===== src/rtl/uart_tx_pkg.sv =====
package uart_tx_pkg;

   typedef enum logic [1:0] {
      FMT_PLAIN  = 2'd0,
      FMT_PARITY = 2'd1,
      FMT_ADDR   = 2'd2,
      FMT_RSVD   = 2'd3
   } fmt_e;

   typedef enum logic [1:0] {
      ST_IDLE = 2'd0,
      ST_DATA = 2'd1,
      ST_BRK  = 2'd2
   } tx_st_e;

   function automatic logic fmt_long(input logic [1:0] f);
      return (f == FMT_PARITY) || (f == FMT_ADDR);
   endfunction

endpackage


===== src/rtl/uart_tx_framer.sv =====
module uart_tx_framer
   import uart_tx_pkg::*;
#(
   parameter int DATA_W = 8
) (
   input  logic [DATA_W-1:0] data,
   input  logic              addr,
   input  logic [1:0]        fmt,
   input  logic              msb_first,
   output logic [DATA_W+1:0] payload,
   output logic              long_frame
);

   logic [DATA_W-1:0] ordered;
   logic              ninth;

   for (genvar i = 0; i < DATA_W; i++) begin : g_order
      assign ordered[i] = msb_first ? data[DATA_W-1-i] : data[i];
   end

   always_comb begin
      unique case (fmt)
         FMT_PARITY: ninth = ^data;
         FMT_ADDR:   ninth = addr;
         default:    ninth = 1'b1;
      endcase
   end

   assign long_frame = fmt_long(fmt);
   assign payload    = {1'b1, ninth, ordered};

endmodule


===== src/rtl/uart_tx_brkctl.sv =====
module uart_tx_brkctl (
   input  logic clk,
   input  logic rst_n,
   input  logic brk,
   input  logic brk_start,
   output logic brk_req
);

   logic pend_q;

   always_ff @(posedge clk) begin
      if (!rst_n) begin
         pend_q <= 1'b0;
      end else if (brk_start) begin
         pend_q <= 1'b0;
      end else if (brk) begin
         pend_q <= 1'b1;
      end
   end

   assign brk_req = brk | pend_q;


   brk_remembered_chk: assert property (@(posedge clk) disable iff (!rst_n)
      ($fell(brk) && !$past(brk_start)) |-> brk_req);

endmodule


===== src/rtl/uart_tx_brk.sv =====
module uart_tx_brk
   import uart_tx_pkg::*;
#(
   parameter int DATA_W = 8
) (
   input  logic              clk,
   input  logic              rst_n,
   input  logic              tick,
   input  logic [1:0]        fmt,
   input  logic              msb_first,
   input  logic              brk,
   input  logic              s_valid,
   output logic              s_ready,
   input  logic [DATA_W-1:0] s_data,
   input  logic              s_addr,
   output logic              txd
);

   localparam int CNT_W = $clog2(DATA_W + 3);
   localparam int SH_W  = DATA_W + 2;
   localparam logic [CNT_W-1:0] REST_SHORT = CNT_W'(DATA_W + 1);
   localparam logic [CNT_W-1:0] REST_LONG  = CNT_W'(DATA_W + 2);

   if (DATA_W < 5 || DATA_W > 16) begin : g_bad_width
      $error("uart_tx_brk: DATA_W must lie in 5..16");
   end

   tx_st_e           st_q;
   logic [CNT_W-1:0] cnt_q;
   logic [SH_W-1:0]  sh_q;
   logic             txd_q;

   logic [SH_W-1:0]  payload;
   logic             long_frame;
   logic             brk_req;
   logic             boundary;
   logic             start_brk;
   logic             start_dat;
   logic [CNT_W-1:0] rest_len;

   uart_tx_framer #(.DATA_W(DATA_W)) u_framer (
      .data       (s_data),
      .addr       (s_addr),
      .fmt        (fmt),
      .msb_first  (msb_first),
      .payload    (payload),
      .long_frame (long_frame)
   );

   uart_tx_brkctl u_brkctl (
      .clk       (clk),
      .rst_n     (rst_n),
      .brk       (brk),
      .brk_start (start_brk),
      .brk_req   (brk_req)
   );

   always_comb begin
      boundary  = tick && ((st_q == ST_IDLE) || (cnt_q == '0));
      s_ready   = boundary && (st_q != ST_BRK) && !brk_req;
      start_brk = boundary && brk_req;
      start_dat = s_valid && s_ready;
      rest_len  = long_frame ? REST_LONG : REST_SHORT;
   end

   always_ff @(posedge clk) begin
      if (!rst_n) begin
         st_q  <= ST_IDLE;
         cnt_q <= '0;
         sh_q  <= '0;
         txd_q <= 1'b1;
      end else if (tick) begin
         if (start_brk) begin
            st_q  <= ST_BRK;
            cnt_q <= rest_len;
            sh_q  <= '0;
            txd_q <= 1'b0;
         end else if (start_dat) begin
            st_q  <= ST_DATA;
            cnt_q <= rest_len;
            sh_q  <= payload;
            txd_q <= 1'b0;
         end else if (boundary) begin
            st_q  <= ST_IDLE;
            txd_q <= 1'b1;
         end else begin
            txd_q <= sh_q[0];
            sh_q  <= sh_q >> 1;
            cnt_q <= cnt_q - 1'b1;
         end
      end
   end

   assign txd = txd_q;


   txd_hold_chk: assert property (@(posedge clk) disable iff (!rst_n)
      !tick |=> $stable(txd));


   start_follows_accept_chk: assert property (@(posedge clk) disable iff (!rst_n)
      (s_valid && s_ready) |=> !txd);


   brk_low_chk: assert property (@(posedge clk) disable iff (!rst_n)
      (st_q == ST_BRK) |-> !txd_q);


   brk_hold_chk: assert property (@(posedge clk) disable iff (!rst_n)
      ((st_q == ST_BRK) && brk) |=> !txd_q);


   mark_after_brk_chk: assert property (@(posedge clk) disable iff (!rst_n)
      $fell(st_q == ST_BRK) |-> txd_q);

endmodule


===== config.mk =====
export PLATFORM = sky130hd
export DESIGN_NAME = uart_tx_brk
export DESIGN_NICKNAME = d
export VERILOG_FILES = /design/src/rtl/uart_tx_pkg.sv /design/src/rtl/uart_tx_framer.sv /design/src/rtl/uart_tx_brkctl.sv /design/src/rtl/uart_tx_brk.sv
export SDC_FILE = /design/constraint.sdc
export NUM_CORES = 1
export LEC_CHECK = 0
export ABC_CLOCK_PERIOD_IN_PS = 2350
export BUFFER_PORTS_ARGS = -buffer_cell sky130_fd_sc_hd__buf_2
export CAP_MARGIN = 30
export CORE_MARGIN = 2
export CORE_UTILIZATION = 59
export DETAILED_ROUTE_END_ITERATION = 16
export GPL_TIMING_DRIVEN = 0
export PLACE_DENSITY = 0.89
export SLEW_MARGIN = 20
export SYNTH_ARGS = -nofsm -noshare
export SYNTH_HDL_FRONTEND = slang
export SYNTH_HIERARCHICAL = 1
export SYNTH_SLANG_ARGS = --single-unit

===== constraint.sdc =====
create_clock -name clk -period 2.35 [get_ports clk]
set_input_delay 0.235 -clock clk [delete_from_list [all_inputs] [get_ports clk]]
set_output_delay 0.235 -clock clk [all_outputs]
set_load 0.01 [all_outputs]

==> results of run 1 <==
==> area by class of cell <==
type / count / area share [%]
repair buffers: 17 / 6.28
plain buffers: 13 / 5.27
clock buffers: 4 / 2.68
well taps: 27 / 2.50
multi-input cells: 102 / 54.7
inverters: 7 / 1.94
flip-flops and latches: 18 / 26.6
==> through the flow <==
step / cells / hold WS, ps
6_report: 188 / 181
5_1_grt: 188 / 180
4_1_cts: 188 / 175
3_5_place_dp: 184 / 485
3_3_place_gp: 184 / 473
2_1_floorplan: 140 / 391
==> state kept, by name (all words and copies together) (netlist names) <==
| register | count |
|---|---|
| cnt_q | 4 |
| sh_q | 10 |
| st_q | 2 |
| txd | 1 |
| u_brkctl/pend_q | 1 |
==> metal layers <==
layer	wire length (um)	up-vias	part of all wire (%)	track usage (%)
met1	1060	514	40	26.1
met3	142	4	5.4	5.52
met5	0	-	0	0
met4	37	0	1.4	7.14
li1	-	551	-	-
met2	1400	42	53	44.6
==> worst paths after layout <==
kind | start | endpoint | slack (ps) | cells after the start
min | rst_n | u_brkctl/pend_q | 180 | 2
min reg2reg | sh_q[1] | sh_q[0] | 490 | 2
max | cnt_q[0] | s_ready | 190 | 7
max reg2reg | cnt_q[0] | sh_q[4] | 520 | 7
==> cells by family (layout without fill, tap and decap cells) <==
| logic type | after synthesis | in the layout | share of synthesized area, % |
|---|---|---|---|
| AO/OA/AOI/OAI | 45 | 45 | 25.5 |
| AND/OR/NAND/NOR | 36 | 36 | 18.4 |
| buffers and inverters | 20 | 41 | 8.14 |
| flip-flops | 18 | 18 | 30.1 |
| multiplexers | 9 | 9 | 8.35 |
| XOR/XNOR | 7 | 7 | 5.11 |
| adder cells (fa/ha/maj) | 4 | 4 | 4.18 |
| other | 1 | 1 | 0.313 |
==> critical path: stages (launching register included) <==
cell	delay (ps)
dfxtp_1	380
inv_1	90
ha_1	200
nor3b_4	160
o21ai_0	300
buf_2	270
nor3_1	70
buf_2	140
==> cell usage in the layout (no fill, tap or decap), drive strengths merged, types with 4 or more instances in the layout <==
master / netlist / layout
dfxtp: 18 / 18
a31oi: 11 / 11
mux2: 8 / 8
nor3b: 4 / 4
xnor2: 6 / 6
inv: 7 / 7
buf: 9 / 26
a21boi: 4 / 4
clkbuf: 4 / 8
o21ai: 12 / 12
o31ai: 9 / 9
ha: 4 / 4
nand3: 10 / 10
nand2: 8 / 8
==> report_power, final <==
| part | internal [mW] | switching (mW) | total (mW) |
|---|---|---|---|
| Combinational | 0.111 | 0.126 | 0.237 |
| Sequential | 0.336 | 0.0189 | 0.355 |
| Clock | 0.0944 | 0.0952 | 0.190 |
| Total | 0.541 | 0.240 | 0.781 |
==> metrics.md, run 1 <==
| Metric | Value |
|---|---|
| Slew Limit Fails | 0 |
| Most frequent cell after synthesis | dfxtp_1 |
| Die Y | between 40 and 50 um |
| Synth area leaders | dfxtp_1 30%, mux2_2 7.5%, a31oi_1 5.7%, o31ai_1 5.6%, o21ai_0 4.6% |
| Fillers | roughly 170 |
| Max Freq | roughly 0.46 GHz |
| Top-Level Pins | 19 |
| Max_cap viols | 0 |
| Core Region | just under 2000 um2 |
| Buffers on Ports | 17 |
| Vias in the first global route | approximately 1100 |
| Most frequent cells after synthesis | 18 x dfxtp_1, 11 x a31oi_1, 11 x o21ai_0, 10 x nand3_1, 9 x o31ai_1 |
| Leak | between 0.5 and 0.6 nW |
| Dpl hpwl | between 2 and 2.5 mm |
| Ys flop type | dfxtp_1 |
| Multi-input combinational cell area | around 740 um2 |
| Vias per cell | 5.91 |
| WP data required | roughly 2100 ps |
| Final period util | roughly 92% |
| Design Power | just under 0.8 mW |
| Die area | 2410 um2 |
| Later-pin clock latency in the skew report | roughly 290 ps |
| Antenna viol nets, final | 0 |
| Hold Crit Class | in -> reg |
| Post-CTS Setup Inserts | 0 |
| Gpl congestion | around 0.84 |
| Setup violations, final | 0 |
| Mean area per synthesized cell | about 8.6 um2 |
| RSZ-0062 raised after global routing | false |
| Crit-path max FO | 10 |
| Final Instance Area | 1350 um2 |
| Outcome | finished clean |
| Clock H-tree levels | 1 |
| CP Launch Type | flip-flop |
| CTS tree | yes |
| Mapped Area | 1200 um2 |
| Routed wire length | ~2.6 mm |
| Worst Slack Setup Final | between 150 and 200 ps |
| Crit path kind | reg -> out |
| Final nets | 183 |
| Post-synthesis sequential area ratio | 30.1% |
| Final hold vios | 0 |
| Clock Skews | about 8.5 ps |
| Clock sinks | 18 |
| Critical Path End Type | primary output |
| Initial antenna violation count | 0 |
| Area growth syn-to-layout | 12.9% |
| VDD IR max | around 0.48 mV |
| Total track usage | around a quarter |
| WL/cell | approximately 14 um |
| CTS clk-pin slew, worst paths | between 100 and 150 ps |
| Largest area contributor in the netlist | dfxtp_1 |
| DR DRC count | 0 |
| #FFs+latches synth | 18 |
| Setup_tns | 0 ps |
| Die width | between 40 and 50 um |
| Pre-CTS WS | ~560 ps |
| Post-Place Cell Area | roughly 1300 um2 |
| Largest net degree at the start of global routing | 11 |
| First-pass GRT wire length | 4.49 mm |
| Cts hold-fix bufs | 0 |
| Yosys warns | 6 |
| Cells after Synth | 140 |
| Antenna cells | 0 |
| CP arrival | ~1900 ps |
| PD cells | approximately 580 nW/um2 |
| Post-layout util | 69.7% |
| Register area | between 300 and 400 um2 |
| Num CTS Buffers | 3 |
| Iteration-0 DRC Markers | 32 |
| Synth top area share | around 30% |
| Clock root buffer | clkbuf_4 |
| CTS Buffer Depth | 2 |
| Resized cells post-CTS | 0 |
| Std cell rows | 16 |
| Vias | around 1100 |
| Period minus WS final | 2160 ps |
| Async set-or-reset flop fraction in the synthesized netlist | 0% |
| GR Overflow Total | 0 |
| DRT Pass-1 Iters | 4 |
| Starting Density | between 60% and 70% |
| Distinct cell type count after synthesis | 42 |
| Mapped Nets | roughly 160 |
| Layout cell share with drive strength beyond 1 | between 20 and 30% |
| Post-synth EDFFs | 0 |
(Power assumes the default switching activity.)
==> inputs of run 2 (changes only) <==
--- a/config.mk
+++ b/config.mk
@@ -12,7 +12,7 @@
 export CORE_UTILIZATION = 59
 export DETAILED_ROUTE_END_ITERATION = 16
 export GPL_TIMING_DRIVEN = 0
-export PLACE_DENSITY = 0.89
+export PLACE_DENSITY = 0.82
 export SLEW_MARGIN = 20
 export SYNTH_ARGS = -nofsm -noshare
 export SYNTH_HDL_FRONTEND = slang
==> metrics.md, run 2 (synthesis results as in run 1) <==
| Metric | Value |
|---|---|
| Largest registers | sh_q x10, cnt_q x4, st_q x2 (unchanged) |
| Leading cell types in the layout, fill and taps excluded | 23 x buf_2, 18 x dfxtp_1, 11 x o21ai_0, 11 x a31oi_1, 10 x nand3_1 (unchanged) |
| DR DRC count | 0 (unchanged) |
| Area growth syn-to-layout | 12.9% (unchanged) |
| Top-Level Pins | 19 (unchanged) |
| Die Y | 49.1 um (unchanged) |
| Design Power | 0.786 mW (was 0.781 mW) |
| Die width | 49.1 um (unchanged) |
| Total track usage | 24.5% (was 23.8%) |
| Outcome | finished clean (unchanged) |
| CP Launch Type | flip-flop (unchanged) |
| Largest register FFs | 10 (unchanged) |
| Register with the most flip-flops | sh_q (unchanged) |
| Post-CTS Setup Inserts | 0 (unchanged) |
| Crit-path max FO | 10 (unchanged) |
| First-pass GRT wire length | 4.58 mm (was 4.49 mm) |
| Antenna viol nets, final | 0 (unchanged) |
| Leak | 0.541 nW (unchanged) |
| Crit-path cells | inv_1, ha_1, nor3b_4, o21ai_0, buf_2, nor3_1, buf_2 (unchanged) |
| Most Frequent Cell on Critical Path | buf_2 (unchanged) |
| Clock sinks | 18 (unchanged) |
| Later-pin clock latency in the skew report | 300 ps (was 290 ps) |
| Num CTS Buffers | 3 (unchanged) |
| Vias | 1104 (was 1111) |
| Clock H-tree levels | 1 (unchanged) |
| CTS Buffer Depth | 2 (unchanged) |
| CTS tree | yes (unchanged) |
| Slowest library cell on the worst path | dfxtp_1 (unchanged) |
| DP Cell Count | 184 (unchanged) |
| Setup slack, reg-to-reg | 560 ps (was 520 ps) |
| Leading cell type in the layout, fill and taps excluded | buf_2 (unchanged) |
| Clock Skews | 2.29 ps (was 8.50 ps) |
| Slew Limit Fails | 0 (unchanged) |
| Final Instance Area | 1350 um2 (unchanged) |
| Crit path kind | reg -> out (unchanged) |
| Period minus WS final | 2140 ps (was 2160 ps) |
| Hold Crit Class | in -> reg (unchanged) |
| Largest net degree at the start of global routing | 11 (unchanged) |
| RR Startpoint | cnt_q[0] (unchanged) |
| CP bufs+invs | 3 (unchanged) |
| Starting Density | 61.7% (unchanged) |
| Clock root buffer | clkbuf_4 (unchanged) |
| Critical Path End Type | primary output (unchanged) |
| Worst hold endpoint | u_brkctl/pend_q (unchanged) |
| Hold Crit Start | rst_n (unchanged) |
| Capturing point of the worst reg2reg path | sh_q[6] (was sh_q[4]) |
| Final period util | 91.1% (was 91.7%) |
| Routed wire length | 2.65 mm (was 2.64 mm) |
| Iteration-0 DRC Markers | 23 (was 32) |
| WL/cell | 14.1 um (about the same) |
| Post-layout util | 69.7% (unchanged) |
| VDD IR max | 0.461 mV (was 0.479 mV) |
| Setup_tns | 0 ps (unchanged) |
| Antenna cells | 0 (unchanged) |
| Std cell rows | 16 (unchanged) |
| Core Region | 1940 um2 (unchanged) |
| Resized cells post-CTS | 0 (unchanged) |
| Hold Path Cell Cnt | 2 (unchanged) |
| Vias in the first global route | 1075 (was 1090) |
| RSZ-0062 raised after global routing | false (unchanged) |
| GR Overflow Total | 0 (unchanged) |
| FF-to-FF path depth | 7 (unchanged) |
| Top Family by Delay on Critical Path | buffers and inverters (unchanged) |
| CP arrival | 1910 ps (was 1920 ps) |
| Vias per cell | 5.87 (was 5.91) |
| Layout cell share with drive strength beyond 1 | 28.0% (unchanged) |
| Die area | 2410 um2 (unchanged) |
| Final nets | 183 (unchanged) |
| Gpl congestion | 0.812 (was 0.842) |
| DRT Pass-1 Iters | 4 (unchanged) |
| Buffers on Ports | 17 (unchanged) |
| Max_cap viols | 0 (unchanged) |
| Post-Place Cell Area | 1320 um2 (unchanged) |
| Non-filler cells, final | 188 (unchanged) |
| WP data required | 2120 ps (about the same) |
| Max Freq | 0.467 GHz (was 0.464 GHz) |
| Final hold vios | 0 (unchanged) |
| Dpl hpwl | 2.05 mm (about the same) |
| Setup violations, final | 0 (unchanged) |
| Cts hold-fix bufs | 0 (unchanged) |
| PD cells | 580 nW/um2 (was 577 nW/um2) |
| Initial antenna violation count | 0 (unchanged) |
| Max incr delay on CP | 370 ps (was 380 ps) |
| CTS clk-pin slew, worst paths | 110 ps (about the same) |
[run 2: cell counts in the layout (fill, tap and decap cells not counted)]
No cell type changed its count.
[run 2: report_power, final]
group	total, mW	internal [mW]	switching [mW]
Sequential	0.355	0.336	0.0197
Combinational	0.235	0.110	0.125
Clock	0.195	0.0945	0.101
Total	0.786	0.540	0.245
[run 2: area by class of cell]
cell class                      count  area (um2)
Buffer                             13        71.3
Clock buffer                        4        36.3
Fill cell                         167         588
Inverter                            7        26.3
Multi-Input combinational cell    102         741
Sequential cell                    18         360
Tap cell                           27        33.8
Timing Repair Buffer               17        85.1
[run 2: worst reg2reg max path, stage by stage, from the launching register on]
cell and delay, ps:
dfxtp_1 370, inv_1 90, ha_1 200, nor3b_4 160, o21ai_0 290, buf_2 290, o21ai_0 130, a31oi_1 200
[run 2: worst max path at each step]
stage / depth (start not counted) / endpoint / startpoint
floorplan: 6 / s_ready / cnt_q[0]
global placement: 7 / s_ready / cnt_q[0]
detailed placement: 7 / s_ready / cnt_q[0]
CTS: 7 / s_ready / cnt_q[0]
global route: 7 / s_ready / cnt_q[0]
finish: 7 / s_ready / cnt_q[0]
[run 2: routing by layer]
layer	share of wire (%)	routed length [um]	GRT usage, %	vias to the layer above
met5	0	0	0	-
met4	1.6	42	11.0	0
met3	3.1	81	3.68	4
met2	52	1380	44.4	22
met1	43	1150	28.0	524
li1	-	-	-	554
[run 2: through the flow]
step                hold slack (ps)  setup slack [ps]
finish                          174               209
floorplan                       391               779
detailed placement              487               577
global route                    188              94.0
CTS                             171               229
global placement                478               602
